**src/rtl/bcdc_pkg.sv**
```systemverilog
`timescale 1ns/1ps
package bcdc_pkg;

  localparam int unsigned DW     = 32;
  localparam int unsigned AW     = 2;
  localparam int unsigned NCH    = 2;
  localparam int unsigned CH_TIME = 0;
  localparam int unsigned CH_CAL  = 1;

  typedef enum logic [AW-1:0] {
    A_CTRL  = 2'd0,
    A_TIME  = 2'd1,
    A_CAL   = 2'd2,
    A_FLAGS = 2'd3
  } reg_addr_e;

  typedef struct packed {
    logic [7:0] hr;
    logic [7:0] mn;
    logic [7:0] sc;
  } hms_t;

  typedef struct packed {
    logic [7:0] cent;
    logic [7:0] yr;
    logic [7:0] mon;
    logic [7:0] dow;
    logic [7:0] date;
  } ymd_t;

  function automatic logic bcd_ok(input logic [7:0] v);
    return (v[3:0] <= 4'd9) && (v[7:4] <= 4'd9);
  endfunction

  function automatic logic [7:0] bcd_inc(input logic [7:0] v);
    if (v[3:0] == 4'd9) return {v[7:4] + 4'd1, 4'd0};
    return {v[7:4], v[3:0] + 4'd1};
  endfunction

  function automatic int unsigned bcd_val(input logic [7:0] v);
    return 32'(v[7:4]) * 10 + 32'(v[3:0]);
  endfunction

  function automatic logic leap_year(input logic [7:0] cent, input logic [7:0] yr);
    if (yr == 8'h00) return (bcd_val(cent) % 4) == 0;
    return (bcd_val(yr) % 4) == 0;
  endfunction

  function automatic logic [7:0] month_days(input logic [7:0] mon, input logic leap);
    case (mon)
      8'h02:                      return leap ? 8'h29 : 8'h28;
      8'h04, 8'h06, 8'h09, 8'h11: return 8'h30;
      default:                    return 8'h31;
    endcase
  endfunction

  function automatic hms_t unpack_time(input logic [DW-1:0] w);
    hms_t t;
    t.hr = {2'b00, w[21:16]};
    t.mn = {1'b0, w[14:8]};
    t.sc = {1'b0, w[6:0]};
    return t;
  endfunction

  function automatic logic [DW-1:0] pack_time(input hms_t t);
    return {9'd0, 1'b0, t.hr[5:0], 1'b0, t.mn[6:0], 1'b0, t.sc[6:0]};
  endfunction

  function automatic ymd_t unpack_cal(input logic [DW-1:0] w);
    ymd_t c;
    c.cent = {1'b0, w[6:0]};
    c.yr   = w[15:8];
    c.mon  = {3'b000, w[20:16]};
    c.dow  = {5'b00000, w[23:21]};
    c.date = {2'b00, w[29:24]};
    return c;
  endfunction

  function automatic logic [DW-1:0] pack_cal(input ymd_t c);
    return {2'b00, c.date[5:0], c.dow[2:0], c.mon[4:0], c.yr, 1'b0, c.cent[6:0]};
  endfunction

  function automatic logic time_valid(input logic [DW-1:0] w);
    hms_t t;
    t = unpack_time(w);
    return !w[22] &&
           bcd_ok(t.sc) && (t.sc <= 8'h59) &&
           bcd_ok(t.mn) && (t.mn <= 8'h59) &&
           bcd_ok(t.hr) && (t.hr <= 8'h23);
  endfunction

  function automatic logic cal_valid(input logic [DW-1:0] w,
                                     input logic [7:0] cent_lo,
                                     input logic [7:0] cent_hi);
    ymd_t c;
    logic fields_ok;
    c = unpack_cal(w);
    fields_ok = bcd_ok(c.cent) && (c.cent >= cent_lo) && (c.cent <= cent_hi) &&
                bcd_ok(c.yr) &&
                bcd_ok(c.mon) && (c.mon >= 8'h01) && (c.mon <= 8'h12) &&
                (c.dow >= 8'h01) && (c.dow <= 8'h07) &&
                bcd_ok(c.date) && (c.date >= 8'h01);
    if (!fields_ok) return 1'b0;
    return c.date <= month_days(c.mon, leap_year(c.cent, c.yr));
  endfunction

endpackage

```
**src/rtl/bcdc_hs.sv**
```systemverilog
`timescale 1ns/1ps
module bcdc_hs #(
  parameter int unsigned N = 2
) (
  input  logic         clk,
  input  logic         rst_n,
  input  logic         ctrl_wr,
  input  logic [N-1:0] ctrl_val,
  output logic [N-1:0] req,
  output logic [N-1:0] grant,
  output logic         ev_ack
);

  logic [N-1:0] fresh;

  generate
    for (genvar i = 0; i < N; i++) begin : g_ch
      logic r_q;
      logic g_q;
      always_ff @(posedge clk) begin
        if (!rst_n) begin
          r_q <= 1'b0;
          g_q <= 1'b0;
        end else begin
          if (ctrl_wr) r_q <= ctrl_val[i];
          g_q <= r_q;
        end
      end
      assign req[i]   = r_q;
      assign grant[i] = g_q;
      assign fresh[i] = r_q & ~g_q;
    end
  endgenerate

  always_ff @(posedge clk) begin
    if (!rst_n) ev_ack <= 1'b0;
    else        ev_ack <= |fresh;
  end

endmodule

```
**src/rtl/bcdc_chk.sv**
```systemverilog
`timescale 1ns/1ps
module bcdc_chk import bcdc_pkg::*; #(
  parameter logic [7:0] CENT_FIRST = 8'h19,
  parameter logic [7:0] CENT_LAST  = 8'h20
) (
  input  logic [DW-1:0] wdata,
  output logic          time_ok,
  output logic          cal_ok
);

  assign time_ok = time_valid(wdata);
  assign cal_ok  = cal_valid(wdata, CENT_FIRST, CENT_LAST);

endmodule

```
**src/rtl/bcdc_hms.sv**
```systemverilog
`timescale 1ns/1ps
module bcdc_hms import bcdc_pkg::*; #(
  parameter logic [7:0] SEC_LAST = 8'h59,
  parameter logic [7:0] MIN_LAST = 8'h59,
  parameter logic [7:0] HR_LAST  = 8'h23,
  parameter hms_t       RST_VAL  = '0
) (
  input  logic clk,
  input  logic rst_n,
  input  logic adv,
  input  logic load,
  input  hms_t load_val,
  output hms_t cur,
  output logic min_step,
  output logic day_carry
);

  logic sc_top, mn_top, hr_top;
  hms_t nxt;

  assign sc_top    = (cur.sc == SEC_LAST);
  assign mn_top    = (cur.mn == MIN_LAST);
  assign hr_top    = (cur.hr == HR_LAST);
  assign min_step  = adv && sc_top;
  assign day_carry = adv && sc_top && mn_top && hr_top;

  always_comb begin
    nxt = cur;
    if (sc_top) begin
      nxt.sc = 8'h00;
      if (mn_top) begin
        nxt.mn = 8'h00;
        nxt.hr = hr_top ? 8'h00 : bcd_inc(cur.hr);
      end else begin
        nxt.mn = bcd_inc(cur.mn);
      end
    end else begin
      nxt.sc = bcd_inc(cur.sc);
    end
  end

  always_ff @(posedge clk) begin
    if (!rst_n)    cur <= RST_VAL;
    else if (load) cur <= load_val;
    else if (adv)  cur <= nxt;
  end

endmodule

```
**src/rtl/bcdc_ymd.sv**
```systemverilog
`timescale 1ns/1ps
module bcdc_ymd import bcdc_pkg::*; #(
  parameter logic [7:0] CENT_FIRST = 8'h19,
  parameter logic [7:0] CENT_LAST  = 8'h20,
  parameter logic [7:0] YR_LAST    = 8'h99,
  parameter logic [7:0] MON_LAST   = 8'h12,
  parameter logic [7:0] DOW_LAST   = 8'h07,
  parameter ymd_t       RST_VAL    = '0
) (
  input  logic clk,
  input  logic rst_n,
  input  logic adv,
  input  logic load,
  input  ymd_t load_val,
  output ymd_t cur
);

  logic [7:0] last_date;
  ymd_t nxt;

  assign last_date = month_days(cur.mon, leap_year(cur.cent, cur.yr));

  always_comb begin
    nxt = cur;
    nxt.dow = (cur.dow == DOW_LAST) ? 8'h01 : bcd_inc(cur.dow);
    if (cur.date == last_date) begin
      nxt.date = 8'h01;
      if (cur.mon == MON_LAST) begin
        nxt.mon = 8'h01;
        if (cur.yr == YR_LAST) begin
          nxt.yr   = 8'h00;
          nxt.cent = (cur.cent == CENT_LAST) ? CENT_FIRST : bcd_inc(cur.cent);
        end else begin
          nxt.yr = bcd_inc(cur.yr);
        end
      end else begin
        nxt.mon = bcd_inc(cur.mon);
      end
    end else begin
      nxt.date = bcd_inc(cur.date);
    end
  end

  always_ff @(posedge clk) begin
    if (!rst_n)    cur <= RST_VAL;
    else if (load) cur <= load_val;
    else if (adv)  cur <= nxt;
  end

endmodule

```
**src/rtl/bcd_clock_core.sv**
```systemverilog
`timescale 1ns/1ps
module bcd_clock_core import bcdc_pkg::*; #(
  parameter logic [7:0] CENT_FIRST = 8'h19,
  parameter logic [7:0] CENT_LAST  = 8'h20,
  parameter hms_t       RST_TIME   = '0,
  parameter ymd_t       RST_CAL    = '{cent: 8'h20, yr: 8'h00, mon: 8'h01, dow: 8'h01, date: 8'h01}
) (
  input  logic          clk,
  input  logic          rst_n,
  input  logic          tick_1hz,
  input  logic          wr_en,
  input  logic [AW-1:0] wr_addr,
  input  logic [DW-1:0] wr_data,
  input  logic [AW-1:0] rd_addr,
  output logic [DW-1:0] rd_data,
  output logic          ev_second,
  output logic          ev_minute,
  output logic          ev_date,
  output logic          ev_ack
);

  logic wr_ctrl_hit, wr_time_hit, wr_cal_hit;
  assign wr_ctrl_hit = wr_en && (reg_addr_e'(wr_addr) == A_CTRL);
  assign wr_time_hit = wr_en && (reg_addr_e'(wr_addr) == A_TIME);
  assign wr_cal_hit  = wr_en && (reg_addr_e'(wr_addr) == A_CAL);

  logic [NCH-1:0] req, grant;
  bcdc_hs #(.N(NCH)) u_hs (
    .clk      (clk),
    .rst_n    (rst_n),
    .ctrl_wr  (wr_ctrl_hit),
    .ctrl_val (wr_data[NCH-1:0]),
    .req      (req),
    .grant    (grant),
    .ev_ack   (ev_ack)
  );

  logic t_ok, c_ok;
  bcdc_chk #(.CENT_FIRST(CENT_FIRST), .CENT_LAST(CENT_LAST)) u_chk (
    .wdata   (wr_data),
    .time_ok (t_ok),
    .cal_ok  (c_ok)
  );

  logic time_acc, cal_acc, time_load, cal_load;
  assign time_acc  = wr_time_hit && req[CH_TIME] && grant[CH_TIME];
  assign cal_acc   = wr_cal_hit  && req[CH_CAL]  && grant[CH_CAL];
  assign time_load = time_acc && t_ok;
  assign cal_load  = cal_acc  && c_ok;

  logic adv_t, adv_c, min_step, day_carry;
  hms_t time_q;
  ymd_t cal_q;

  assign adv_t = tick_1hz && !req[CH_TIME];

  bcdc_hms #(.RST_VAL(RST_TIME)) u_hms (
    .clk       (clk),
    .rst_n     (rst_n),
    .adv       (adv_t),
    .load      (time_load),
    .load_val  (unpack_time(wr_data)),
    .cur       (time_q),
    .min_step  (min_step),
    .day_carry (day_carry)
  );

  assign adv_c = day_carry && !req[CH_CAL];

  bcdc_ymd #(.CENT_FIRST(CENT_FIRST), .CENT_LAST(CENT_LAST), .RST_VAL(RST_CAL)) u_ymd (
    .clk      (clk),
    .rst_n    (rst_n),
    .adv      (adv_c),
    .load     (cal_load),
    .load_val (unpack_cal(wr_data)),
    .cur      (cal_q)
  );

  logic bad_t, bad_c;
  always_ff @(posedge clk) begin
    if (!rst_n) begin
      bad_t <= 1'b0;
      bad_c <= 1'b0;
    end else begin
      if (time_acc) bad_t <= !t_ok;
      if (cal_acc)  bad_c <= !c_ok;
    end
  end

  always_ff @(posedge clk) begin
    if (!rst_n) begin
      ev_second <= 1'b0;
      ev_minute <= 1'b0;
      ev_date   <= 1'b0;
    end else begin
      ev_second <= adv_t;
      ev_minute <= min_step;
      ev_date   <= adv_c;
    end
  end

  always_comb begin
    case (reg_addr_e'(rd_addr))
      A_CTRL:  rd_data = {{(DW-NCH){1'b0}}, req};
      A_TIME:  rd_data = pack_time(time_q);
      A_CAL:   rd_data = pack_cal(cal_q);
      default: rd_data = {{(DW-2){1'b0}}, bad_c, bad_t};
    endcase
  end

endmodule

```
**config.mk**
```make
export PLATFORM = sky130hd
export DESIGN_NAME = bcd_clock_core
export DESIGN_NICKNAME = d
export VERILOG_FILES = /design/src/rtl/bcdc_pkg.sv /design/src/rtl/bcdc_hs.sv /design/src/rtl/bcdc_chk.sv /design/src/rtl/bcdc_hms.sv /design/src/rtl/bcdc_ymd.sv /design/src/rtl/bcd_clock_core.sv
export SDC_FILE = /design/constraint.sdc
export NUM_CORES = 1
export LEC_CHECK = 0
export BUFFER_PORTS_ARGS = -buffer_cell sky130_fd_sc_hd__buf_2
export CORE_ASPECT_RATIO = 0.7
export CORE_UTILIZATION = 29
export CTS_BUF_LIST = sky130_fd_sc_hd__clkbuf_4
export CTS_CLUSTER_DIAMETER = 60
export DETAILED_ROUTE_END_ITERATION = 12
export PLACE_DENSITY = 0.6
export SYNTH_ARGS = -nofsm -noshare
export SYNTH_HDL_FRONTEND = slang
export SYNTH_SLANG_ARGS = --single-unit
```
**constraint.sdc**
```tcl
create_clock -name clk -period 3.05 [get_ports clk]
set_input_delay 0.4575 -clock clk [delete_from_list [all_inputs] [get_ports clk]]
set_output_delay 0.4575 -clock clk [all_outputs]
set_load 0.02 [all_outputs]
```
==> metrics.yaml, run 1 <==
routing:
  drt-total-wl_mm: 18.6
  via_per_inst: 5.59
  wl_per_cell_um: 18.0
  ant_nets: 0
  dr.pass1.iters: 5
  route.detailed.drc: 0
  drtIter0Drc: 522
  vias: 5767
critical_path:
  path_cells: "or4_1 > or4_1 > and4_4 > a211oi_4 > and3_1 > buf_4 > nand3_1 > a21oi_1"
  worst_ep_required_time_ps: 3430
  endpoint_kind: "register"
  worstSetupStartpointType: "register"
  rrSetupSlack_ps: 110
  crit_end: "u_ymd.cur[25]$_SDFFE_PN0P_"
  cp_num_buf_inv: 1
  reg2reg_depth: 8
  worstSetupPathDepth: 8
  crit_path_start: "u_ymd.cur[26]$_SDFFE_PN0P_"
  cp_common_cell: "or4_1"
  path_delay_family: "simple AND/OR/NAND/NOR gates"
  path_max_fanout: 8
  r2r_end: "u_ymd.cur[25]$_SDFFE_PN0P_"
  crit_type: "reg -> reg"
  cp_slowest_cell: "or4_1"
  r2r_start: "u_ymd.cur[26]$_SDFFE_PN0P_"
  critical_path_arrival_ps: 3320
  cp_slowest_stage_delay_ps: 570
min_path:
  whs_path_depth: 3
  hp-start: "wr_data[2]"
  holdCritPathClass: "in -> reg"
global_route:
  grt_pass1_wl_mm: 28.7
  grt_overflow: 0
  grt_pass1_vias: 5147
  grt_start_max_net_pins: 28
  antenna_found_initial: 1
  grtUsageTotal: 0.200
cts:
  cts_hold_buf: 0
  cts_sinks: 74
  clock_latency_ps: 460
  cts_tree: "done"
  cts.path.max_buffers: 2
  path_clk_slew_ps: 140
  htree_levels: 3
  numCtsBuffers: 9
  root_buffer: "clkbuf_4"
pwr:
  combPwrFrac: 0.105
  power.share.clock: 0.388
  p_int_mw: 1.39
  p_per_area_mw_per_mm2: 301
  p_leak_nw: 2.64
  switching_power_mw: 0.544
  swShare: 0.281
  pwr-share-seq: 0.507
  peakVddDrop_mv: 0.230
die:
  fp-row-count: 40
  die_h_um: 115
  num_io_pins: 76
  die_w_um: 163
  start_util: 0.301
  core_sq_mm: 0.0175
  dieArea_sq_mm: 0.0187
logic_synthesis:
  syn_area_sq_mm: 0.00527
  netlist_instances: 689
  avgSynthCellArea_sq_um: 7.64
  synth-edff-count: 0
  ys_ff_latch: 74
  synth.area.top_cells: "dfxtp_1, ha_1, a21oi_1"
  seq_area_frac_synth: 0.281
  synth_top_area_share: 0.281
  yosysMostFrequentCell: "dfxtp_1"
  synth_warnings: 0
  ys.flop_type: "dfxtp_1"
  synthDistinctLibCells: 69
  synthArstFlopShare: 0
  yosys-top-cells-count: "dfxtp_1, nor2_1, nand2_1"
  yosysTopAreaCell: "dfxtp_1"
flow_run:
  maxCapViolCount: 0
placement:
  post_dp_cell_area_sq_mm: 0.00623
  numPortBuffers: 69
  gp_congestion: 0.925
  dpl.hpwl_mm: 14.3
layout:
  layout-drive-gt1-share: 0.215
  synthToLayoutAreaGrowth_pct: 22.0
  regArea_sq_mm: 0.00148
  design_area_sq_mm: 0.00642
  nets: 872
  multi_input_area_sq_mm: 0.00353
  num-fill-cells: 1866
  antenna-diode-count: 0
timing:
  setup_tns_ps: 0
  min_period_ps: 2940
  timing.final.max_slew_violations: 0
  fmax_ghz: 0.341
  final_hold_viol_count: 0
  finalSetupViolCount: 0
  tightest_slew_ps: 609
  fin_skew_ps: 16.7
  finalCritPeriodShare: 0.963
  max-slew-margin-rel: 0.594
run_status:
  status: "finished, final reports clean"
## cell families after synthesis
kind of cell             share of synthesized area
AND/OR/NAND/NOR                              0.314
other                                     0.000712
flip-flops                                   0.281
AO/OA/AOI/OAI                                0.230
buffers and inverters                       0.0563
multiplexers                                0.0162
adder cells (fa/ha/maj)                     0.0856
XOR/XNOR                                    0.0166
## sequential cells by signal, summed over array words and instances (netlist names)
register       flops
bad_t              1
u_hs.g_ch.r_q      2
bad_c              1
ev_second          1
ev_minute          1
u_hms.cur         24
u_hs.g_ch.g_q      2
u_ymd.cur         40
ev_date            1
u_hs.ev_ack        1
## worst register-to-register path: cells and delay by family (launching register included)
kind / cells / cell delay (ps)
simple gates: 5 / 1840
buf+inv: 1 / 200
compound gates: 2 / 480
flops: 1 / 350
## power groups by stage
stage / Combinational [mW] / Clock (mW) / Sequential, mW
after floorplan: 0.0916 / 0 / 1.00
after global placement: 0.194 / 0 / 1.00
after detailed placement: 0.195 / 0 / 1.00
after CTS: 0.196 / 0.767 / 0.980
after global routing: 0.218 / 0.808 / 0.982
final: 0.204 / 0.751 / 0.980
## cell type report
class                      count  area share
multi-input combinational    542       0.549
sequential                    74       0.231
timing repair buffer         133       0.129
tap                          231      0.0450
inverter                      36      0.0210
clock inverter                 6      0.0140
clock buffer                  10      0.0117
## how the worst min path moves through the flow
stage | end | slack, ps
3_5_place_dp | u_hs.ev_ack$_SDFF_PN0_ | 440
2_1_floorplan | u_hs.ev_ack$_SDFF_PN0_ | 410
4_1_cts | u_ymd.cur[8]$_SDFFE_PN1P_ | 240
6_report | u_hms.cur[2]$_SDFFE_PN0P_ | 270
3_3_place_gp | u_hs.ev_ack$_SDFF_PN0_ | 440
5_1_grt | u_ymd.cur[0]$_SDFFE_PN1P_ | 260
## what timing repair did
action,in CTS,in global routing
buffers inserted,0,0
endpoints found under the hold margin,0,0
resized for setup,0,8
setup endpoints to repair,0,25
## per-stage QoR
| step | util | cells | setup slack, ps | power (mW) | hold slack [ps] |
|---|---|---|---|---|---|
| 3_3_place_gp | 0.357 | 1016 | -303 | 1.20 | 440 |
| 2_1_floorplan | - | 691 | 71.2 | 1.09 | 412 |
| 6_report | 0.368 | 1032 | 114 | 1.93 | 275 |
| 3_5_place_dp | 0.357 | 1016 | -332 | 1.20 | 442 |
| 4_1_cts | 0.366 | 1032 | 140 | 1.94 | 244 |
| 5_1_grt | 0.368 | 1032 | -7.86 | 2.01 | 261 |
## per-layer routing
| layer | part of all wire | track usage | up-vias |
|---|---|---|---|
| li1 | - | - | 2749 |
| met1 | 0.49 | 0.306 | 2711 |
| met2 | 0.39 | 0.273 | 295 |
| met3 | 0.12 | 0.0581 | 12 |
| met4 | 0.0068 | 0.0368 | 0 |
| met5 | 0 | 0 | - |
## cell usage in the layout, fill, tap and decap left out, types with 6 or more instances in the layout
| cell type | instances |
|---|---|
| nand3b_1 | 9 |
| nor3_1 | 24 |
| nand3_1 | 46 |
| nor2b_1 | 10 |
| a22o_1 | 19 |
| nor2_1 | 61 |
| nand2_1 | 60 |
| a22oi_1 | 6 |
| a32oi_1 | 6 |
| clkbuf_4 | 10 |
| and2_1 | 14 |
| or4_1 | 10 |
| buf_2 | 69 |
| xor2_1 | 6 |
| nor4b_1 | 6 |
| inv_1 | 36 |
| o31ai_1 | 9 |
| o21ai_0 | 32 |
| ha_1 | 36 |
| buf_4 | 64 |
| nand4_1 | 12 |
| a31oi_1 | 7 |
| dfxtp_1 | 74 |
| and3_1 | 10 |
| a21oi_1 | 53 |
| a211oi_1 | 8 |
No activity file was read; power rests on OpenSTA's default activity.
==> run 2, diff against run 1 <==
--- a/config.mk
+++ b/config.mk
@@ -11,7 +11,7 @@
 export CTS_BUF_LIST = sky130_fd_sc_hd__clkbuf_4
 export CTS_CLUSTER_DIAMETER = 60
 export DETAILED_ROUTE_END_ITERATION = 12
-export PLACE_DENSITY = 0.6
+export PLACE_DENSITY = 0.58
 export SYNTH_ARGS = -nofsm -noshare
 export SYNTH_HDL_FRONTEND = slang
 export SYNTH_SLANG_ARGS = --single-unit
==> constraint.sdc (replaced) <==
create_clock -name clk -period 2.9 [get_ports clk]
set_input_delay 0.435 -clock clk [delete_from_list [all_inputs] [get_ports clk]]
set_output_delay 0.435 -clock clk [all_outputs]
set_load 0.02 [all_outputs]
==> run 2 against run 1 <==
Net effect:
- global-route usage is 0.31 points higher
- worst setup slack worse by 8.6 ps
- first-iteration DRC count increased by 6.9%
- clock-buffer cell count unchanged
- die area did not move
- worst hold slack got worse by 23 ps
- clock power shrank 19%
- non-clock buffer count rose by 12
- sequential cell count unchanged
- wire length decreased by 0.84%
- final cell count up 1.2%
==> metrics.yaml, run 2 (same netlist as run 1, synthesis figures left out) <==
critical_path:
  path_cells: "buf_2 > or4_1 > nor3_2 > nor3_1 > a21oi_1 > o31ai_1 > ha_1 > nor4b_1 > nor2_1 > o221ai_2 > and3_1 > buf_4 > o21ai_0 > mux2i_1 > a211o_1"
  cp_slowest_stage_delay_ps: 530
  critical_path_arrival_ps: 3140
  r2r_start: "u_ymd.cur[26]$_SDFFE_PN0P_"
  cp_num_buf_inv: 2
  crit_type: "in -> reg"
  path_delay_family: "simple AND/OR/NAND/NOR gates"
  worstSetupStartpointType: "primary input"
  rrSetupSlack_ps: 150
  cp_slowest_cell: "or4_1"
  worst_ep_required_time_ps: 3250
  endpoint_kind: "register"
  path_max_fanout: 4
  crit_path_start: "wr_data[11]"
timing:
  timing.final.max_slew_violations: 0
  finalSetupViolCount: 0
  min_period_ps: 2790
  max-slew-margin-rel: 0.559
  final_hold_viol_count: 0
  fin_skew_ps: 20.7
  rsz0062_at_grt: "yes"
  whs_ps: 252
  tightest_slew_ps: 662
  finalCritPeriodShare: 0.964
  fmax_ghz: 0.358
pwr:
  p_int_mw: 1.29
  peakVddDrop_mv: 0.152
  p_per_area_mw_per_mm2: 286
  power.share.clock: 0.327
  p_leak_nw: 2.69
  switching_power_mw: 0.562
  swShare: 0.303
  pwr-share-seq: 0.557
  combPwrFrac: 0.116
layout:
  layout-drive-gt1-share: 0.224
  largest_register_ffs: 40
  num-fill-cells: 1866
  regArea_sq_mm: 0.00148
  top_regs: "u_ymd.cur x40, u_hms.cur x24"
  multi_input_area_sq_mm: 0.00351
  synthToLayoutAreaGrowth_pct: 22.9
  fin_cells: 1044
  mostFrequentLayoutCells: "dfxtp_1, buf_4, buf_2"
  antenna-diode-count: 0
  largest_register: "u_ymd.cur"
  nets: 884
flow_run:
  maxCapViolCount: 0
routing:
  drt-total-wl_mm: 18.4
  wl_per_cell_um: 17.6
  ant_nets: 0
  vias: 5744
  drtIter0Drc: 558
  route.detailed.drc: 0
  via_per_inst: 5.50
  dr.pass1.iters: 5
run_status:
  status: "finished, final reports clean"
die:
  num_io_pins: 76
  fp-row-count: 40
  dieArea_sq_mm: 0.0187
  start_util: 0.301
  die_h_um: 115
  core_sq_mm: 0.0175
  die_w_um: 163
placement:
  gp_congestion: 0.921
  dp_cells: 1028
  dpl.hpwl_mm: 14.5
  numPortBuffers: 69
cts:
  cts.path.max_buffers: 2
  cts_hold_buf: 0
  cts_sinks: 74
  numCtsBuffers: 9
  clock_latency_ps: 460
  post_cts.resized_instances: 0
  cts_setup_buffers: 0
  cts_tree: "done"
  root_buffer: "clkbuf_4"
  htree_levels: 3
  path_clk_slew_ps: 140
global_route:
  grt_pass1_wl_mm: 29.3
  grt_start_max_net_pins: 27
  grt_pass1_vias: 5222
  grtUsageTotal: 0.203
  use_met2: 0.272
  antenna_found_initial: 0
  met1_usage: 0.326
  grt_busiest_layer: "met1"
  grt_use_met3: 0.0418
  grt_overflow: 0
min_path:
  hp-start: "wr_data[21]"
  holdCritPathClass: "in -> reg"
-- run 2: cell types whose count changed in the layout (fill, tap and decap cells not counted), sizes merged --
cell / delta
buf: +12
clkinv: +3
bufinv: -2
inv: -1
-- run 2: final cells by class --
cell class / instances / share of cell area
multi-input cells: 542 / 0.543
flip-flops and latches: 74 / 0.229
repair buffers: 145 / 0.144
well taps: 231 / 0.0447
inverters: 36 / 0.0209
clock buffers: 10 / 0.0116
clock inverters: 6 / 0.00677
-- run 2: path summary, 6_finish.rpt --
check	cells past startpoint	endpoint
hold / removal	3	u_ymd.cur[8]$_SDFFE_PN1P_
setup / recovery	15	u_ymd.cur[31]$_SDFFE_PN0P_
hold reg to reg	1	u_hs.ev_ack$_SDFF_PN0_
setup reg to reg	8	u_ymd.cur[7]$_SDFFE_PP0P_
-- run 2: stage by stage --
| stage | setup slack (ps) | power, mW | instance area [sq um] | setup TNS, ps | utilization |
|---|---|---|---|---|---|
| floorplan | 48.3 | 1.15 | 5280 | 0 | - |
| global placement | -365 | 1.26 | 6330 | -8350 | 0.362 |
| detailed placement | -455 | 1.26 | 6330 | -10800 | 0.362 |
| CTS | 19.4 | 1.87 | 6450 | 0 | 0.369 |
| global route | -34.7 | 1.93 | 6470 | -71.1 | 0.370 |
| finish | 106 | 1.85 | 6470 | 0 | 0.370 |
-- run 2: power groups by stage --
stage	clock network, mW	logic, mW	registers [mW]
finish	0.606	0.215	1.03
global route	0.671	0.231	1.03
CTS	0.630	0.210	1.03
detailed placement	0	0.209	1.05
global placement	0	0.209	1.05
floorplan	0	0.0963	1.05
-- run 2: routing by layer --
| metal | wire [um] | vias to the layer above |
|---|---|---|
| met4 | 110 | 0 |
| met2 | 7050 | 239 |
| met3 | 1510 | 9 |
| met5 | 0 | - |
| met1 | 9720 | 2712 |
| li1 | - | 2784 |
-- run 2: worst register-to-register path: stages (launching register included) --
cell and delay, ps:
dfxtp_1 330, or4_1 550, or4_1 520, and4_4 230
a211oi_4 230, buf_6 180, nand3_2 160, and2_1 240
a22o_1 220
==> run 3, diff against run 2 <==
--- a/config.mk
+++ b/config.mk
@@ -5,6 +5,7 @@
 export SDC_FILE = /design/constraint.sdc
 export NUM_CORES = 1
 export LEC_CHECK = 0
+export ABC_AREA = 1
 export BUFFER_PORTS_ARGS = -buffer_cell sky130_fd_sc_hd__buf_2
 export CORE_ASPECT_RATIO = 0.7
 export CORE_UTILIZATION = 29
==> run 3 against run 2 <==
Net effect:
- the flow now finishes with violations (design-rule violations)
- combinational power about the same
- sequential share of layout area down 0.15 points
- worst hold slack better by 8.1 ps
- wire length up 0.63%
- synthesized cell count up 24%
==> metrics.yaml, run 3 <==
cts:
  cts_sinks: 74
  cts.path.max_buffers: 2
  path_clk_slew_ps: 130
  htree_levels: 3
  post_cts.resized_instances: 0
  cts_setup_buffers: 0
  cts_tree: "done"
  clock_latency_ps: 460
  numCtsBuffers: 9
  root_buffer: "clkbuf_4"
  cts_hold_buf: 0
logic_synthesis:
  ys_ff_latch: 74
  yosysMostFrequentCell: "nand2_1"
  synthArstFlopShare: 0
  synth_top_area_share: 0.271
  synthDistinctLibCells: 40
  syn_area_sq_mm: 0.00547
  yosysTopAreaCell: "dfxtp_1"
  avgSynthCellArea_sq_um: 6.42
  yosys-top-cells-count: "nand2_1, inv_1, nor2_1"
  ys.flop_type: "dfxtp_1"
  synth-edff-count: 0
  seq_area_frac_synth: 0.271
  netlist_instances: 851
  synth_warnings: 0
  synth.area.top_cells: "dfxtp_1, nand2_1, inv_1"
global_route:
  antenna_found_initial: 0
  grt_pass1_vias: 5478
  grt_pass1_wl_mm: 29.6
  grt_overflow: 0
  grt_start_max_net_pins: 23
  grtUsageTotal: 0.199
routing:
  route.detailed.drc: 5
  vias: 6009
  via_per_inst: 5.03
  drtIter0Drc: 618
  wl_per_cell_um: 15.5
  ant_nets: 0
  dr.pass1.iters: 9
  drt-total-wl_mm: 18.5
timing:
  timing.final.max_slew_violations: 0
  max-slew-margin-rel: 0.593
  min_period_ps: 2500
  final_hold_viol_count: 0
  fmax_ghz: 0.399
  setup_tns_ps: 0
  fin_skew_ps: 17.2
  finalSetupViolCount: 0
  tightest_slew_ps: 610
  finalWorstSetupSlack_ps: 396
  rsz0062_at_grt: "no"
  finalCritPeriodShare: 0.863
critical_path:
  r2r_start: "u_ymd.cur[28]$_SDFFE_PN0P_"
  worst_ep_required_time_ps: 3290
  worstSetupStartpointType: "primary input"
  rrSetupSlack_ps: 500
  critical_path_arrival_ps: 2900
  crit_path_start: "wr_data[4]"
  cp_slowest_cell: "ha_1"
  endpoint_kind: "register"
  reg2reg_depth: 15
  path_delay_family: "buffers and inverters"
  cp_common_cell: "nand2_1"
  cp_num_buf_inv: 7
  cp_slowest_stage_delay_ps: 280
  crit_end: "u_ymd.cur[32]$_SDFFE_PN0P_"
  path_max_fanout: 18
  path_cells: "buf_2 > inv_1 > a21oi_1 > o21ai_0 > buf_4 > nand3_1 > a21oi_1 > buf_4 > o22ai_1 > ha_1 > inv_1 > o31ai_1 > inv_1 > nand2_1 > nand3_2 > buf_4 > nand2_1 > nand2_2 > nand2_1 > nand2_1 > nor2_1"
  crit_type: "in -> reg"
  worstSetupPathDepth: 21
  r2r_end: "u_ymd.cur[26]$_SDFFE_PN0P_"
layout:
  largest_register_ffs: 40
  antenna-diode-count: 0
  top_regs: "u_ymd.cur x40, u_hms.cur x24"
  design_area_sq_mm: 0.00651
  nets: 1029
  mostFrequentLayoutCell: "nand2_1"
  fin_util: 0.358
  mostFrequentLayoutCells: "nand2_1, inv_1, nor2_1"
  synthToLayoutAreaGrowth_pct: 19.2
  largest_register: "u_ymd.cur"
  layout-drive-gt1-share: 0.159
die:
  core_sq_mm: 0.0182
  fp-row-count: 41
  start_util: 0.300
  die_h_um: 117
  die_w_um: 166
  dieArea_sq_mm: 0.0194
  num_io_pins: 76
placement:
  dpl.hpwl_mm: 14.6
  post_dp_cell_area_sq_mm: 0.00633
  pre_cts_slack_ps: -54.4
  gp_congestion: 0.895
  numPortBuffers: 69
run_status:
  violations: "design-rule violations"
  status: "finished, violations left"
pwr:
  p_leak_nw: 3.12
  peakVddDrop_mv: 0.165
  power.total_mw: 2.09
  p_per_area_mw_per_mm2: 321
flow_run:
  maxCapViolCount: 0
min_path:
  holdCritPathClass: "in -> reg"
## run 3: changes by cell type in the layout (fill, tap and decap cells not counted), moves of 12 or more
cell	before	now
and2_1	14	0
a21oi_1	54	41
inv_1	36	135
xor2_1	6	18
buf_4	74	35
nand2_1	59	151
nand3_1	46	77
nor2_1	61	133
o22ai_1	3	27
a22o_1	19	0
## run 3: worst min-delay path by stage
stage	start	endpoint	slack, ps	cells past startpoint
detailed placement	u_hs.g_ch[1].g_q$_SDFF_PN0_	u_hs.ev_ack$_SDFF_PN0_	450	1
floorplan	u_hs.g_ch[0].g_q$_SDFF_PN0_	u_hs.ev_ack$_SDFF_PN0_	420	1
finish	wr_data[24]	u_ymd.cur[0]$_SDFFE_PN1P_	260	3
global placement	bad_t$_SDFFE_PN0P_	bad_t$_SDFFE_PN0P_	440	2
global route	wr_data[21]	u_ymd.cur[8]$_SDFFE_PN1P_	240	3
CTS	wr_data[24]	u_ymd.cur[0]$_SDFFE_PN1P_	220	3
## run 3: where the power goes
group	total, mW	internal [mW]	switching, mW
clock	0.850	0.441	0.409
sequential	1.03	1.02	0.00513
combinational	0.213	0.0707	0.142
## run 3: area by class of cell
| cell class | instances | area (sq um) |
|---|---|---|
| clock buffer | 10 | 75.1 |
| clock inverter | 6 | 105 |
| timing repair buffer | 106 | 648 |
| multi-input combinational | 621 | 3380 |
| tap | 236 | 295 |
| fill | 1955 | 11700 |
| inverter | 141 | 529 |
| sequential | 74 | 1480 |
## run 3: layer usage
| metal | share of wire | GRT usage | up-vias |
|---|---|---|---|
| li1 | - | - | 2986 |
| met1 | 0.50 | 0.294 | 2749 |
| met2 | 0.40 | 0.295 | 255 |
| met3 | 0.093 | 0.0370 | 19 |
| met4 | 0.013 | 0.0505 | 0 |
| met5 | 0 | 0 | - |
## run 3: kinds of logic (layout without fill, tap and decap cells)
kind of cell / Yosys count / in the layout / synth area share
AOI/OAI and AO/OA: 139 / 139 / 0.148
xor gates and xnor gates: 22 / 22 / 0.0353
adders and majority gates: 36 / 36 / 0.0824
buffers and inverters: 158 / 263 / 0.112
DFF: 74 / 74 / 0.271
other: 1 / 3 / 0.000686
and+or+nand+nor: 421 / 421 / 0.350
## run 3: worst reg2reg max path: stages (launching register included)
cell,delay (ps)
dfxtp_1,510
inv_1,130
ha_1,210
nand2_1,60
inv_1,30
nand3_1,70
nand2_1,100
nand3_1,170
nand2_1,90
nand2_1,110
nand3_4,170
nor2_8,250
nand2_1,90
a21oi_1,210
nor2_1,80
nor2_1,80
## run 3: through the flow
step | hold slack (ps) | std cells
after global routing | 240 | 1194
after CTS | 217 | 1194
after detailed placement | 446 | 1178
after floorplan | 423 | 853
final | 260 | 1194
after global placement | 445 | 1178
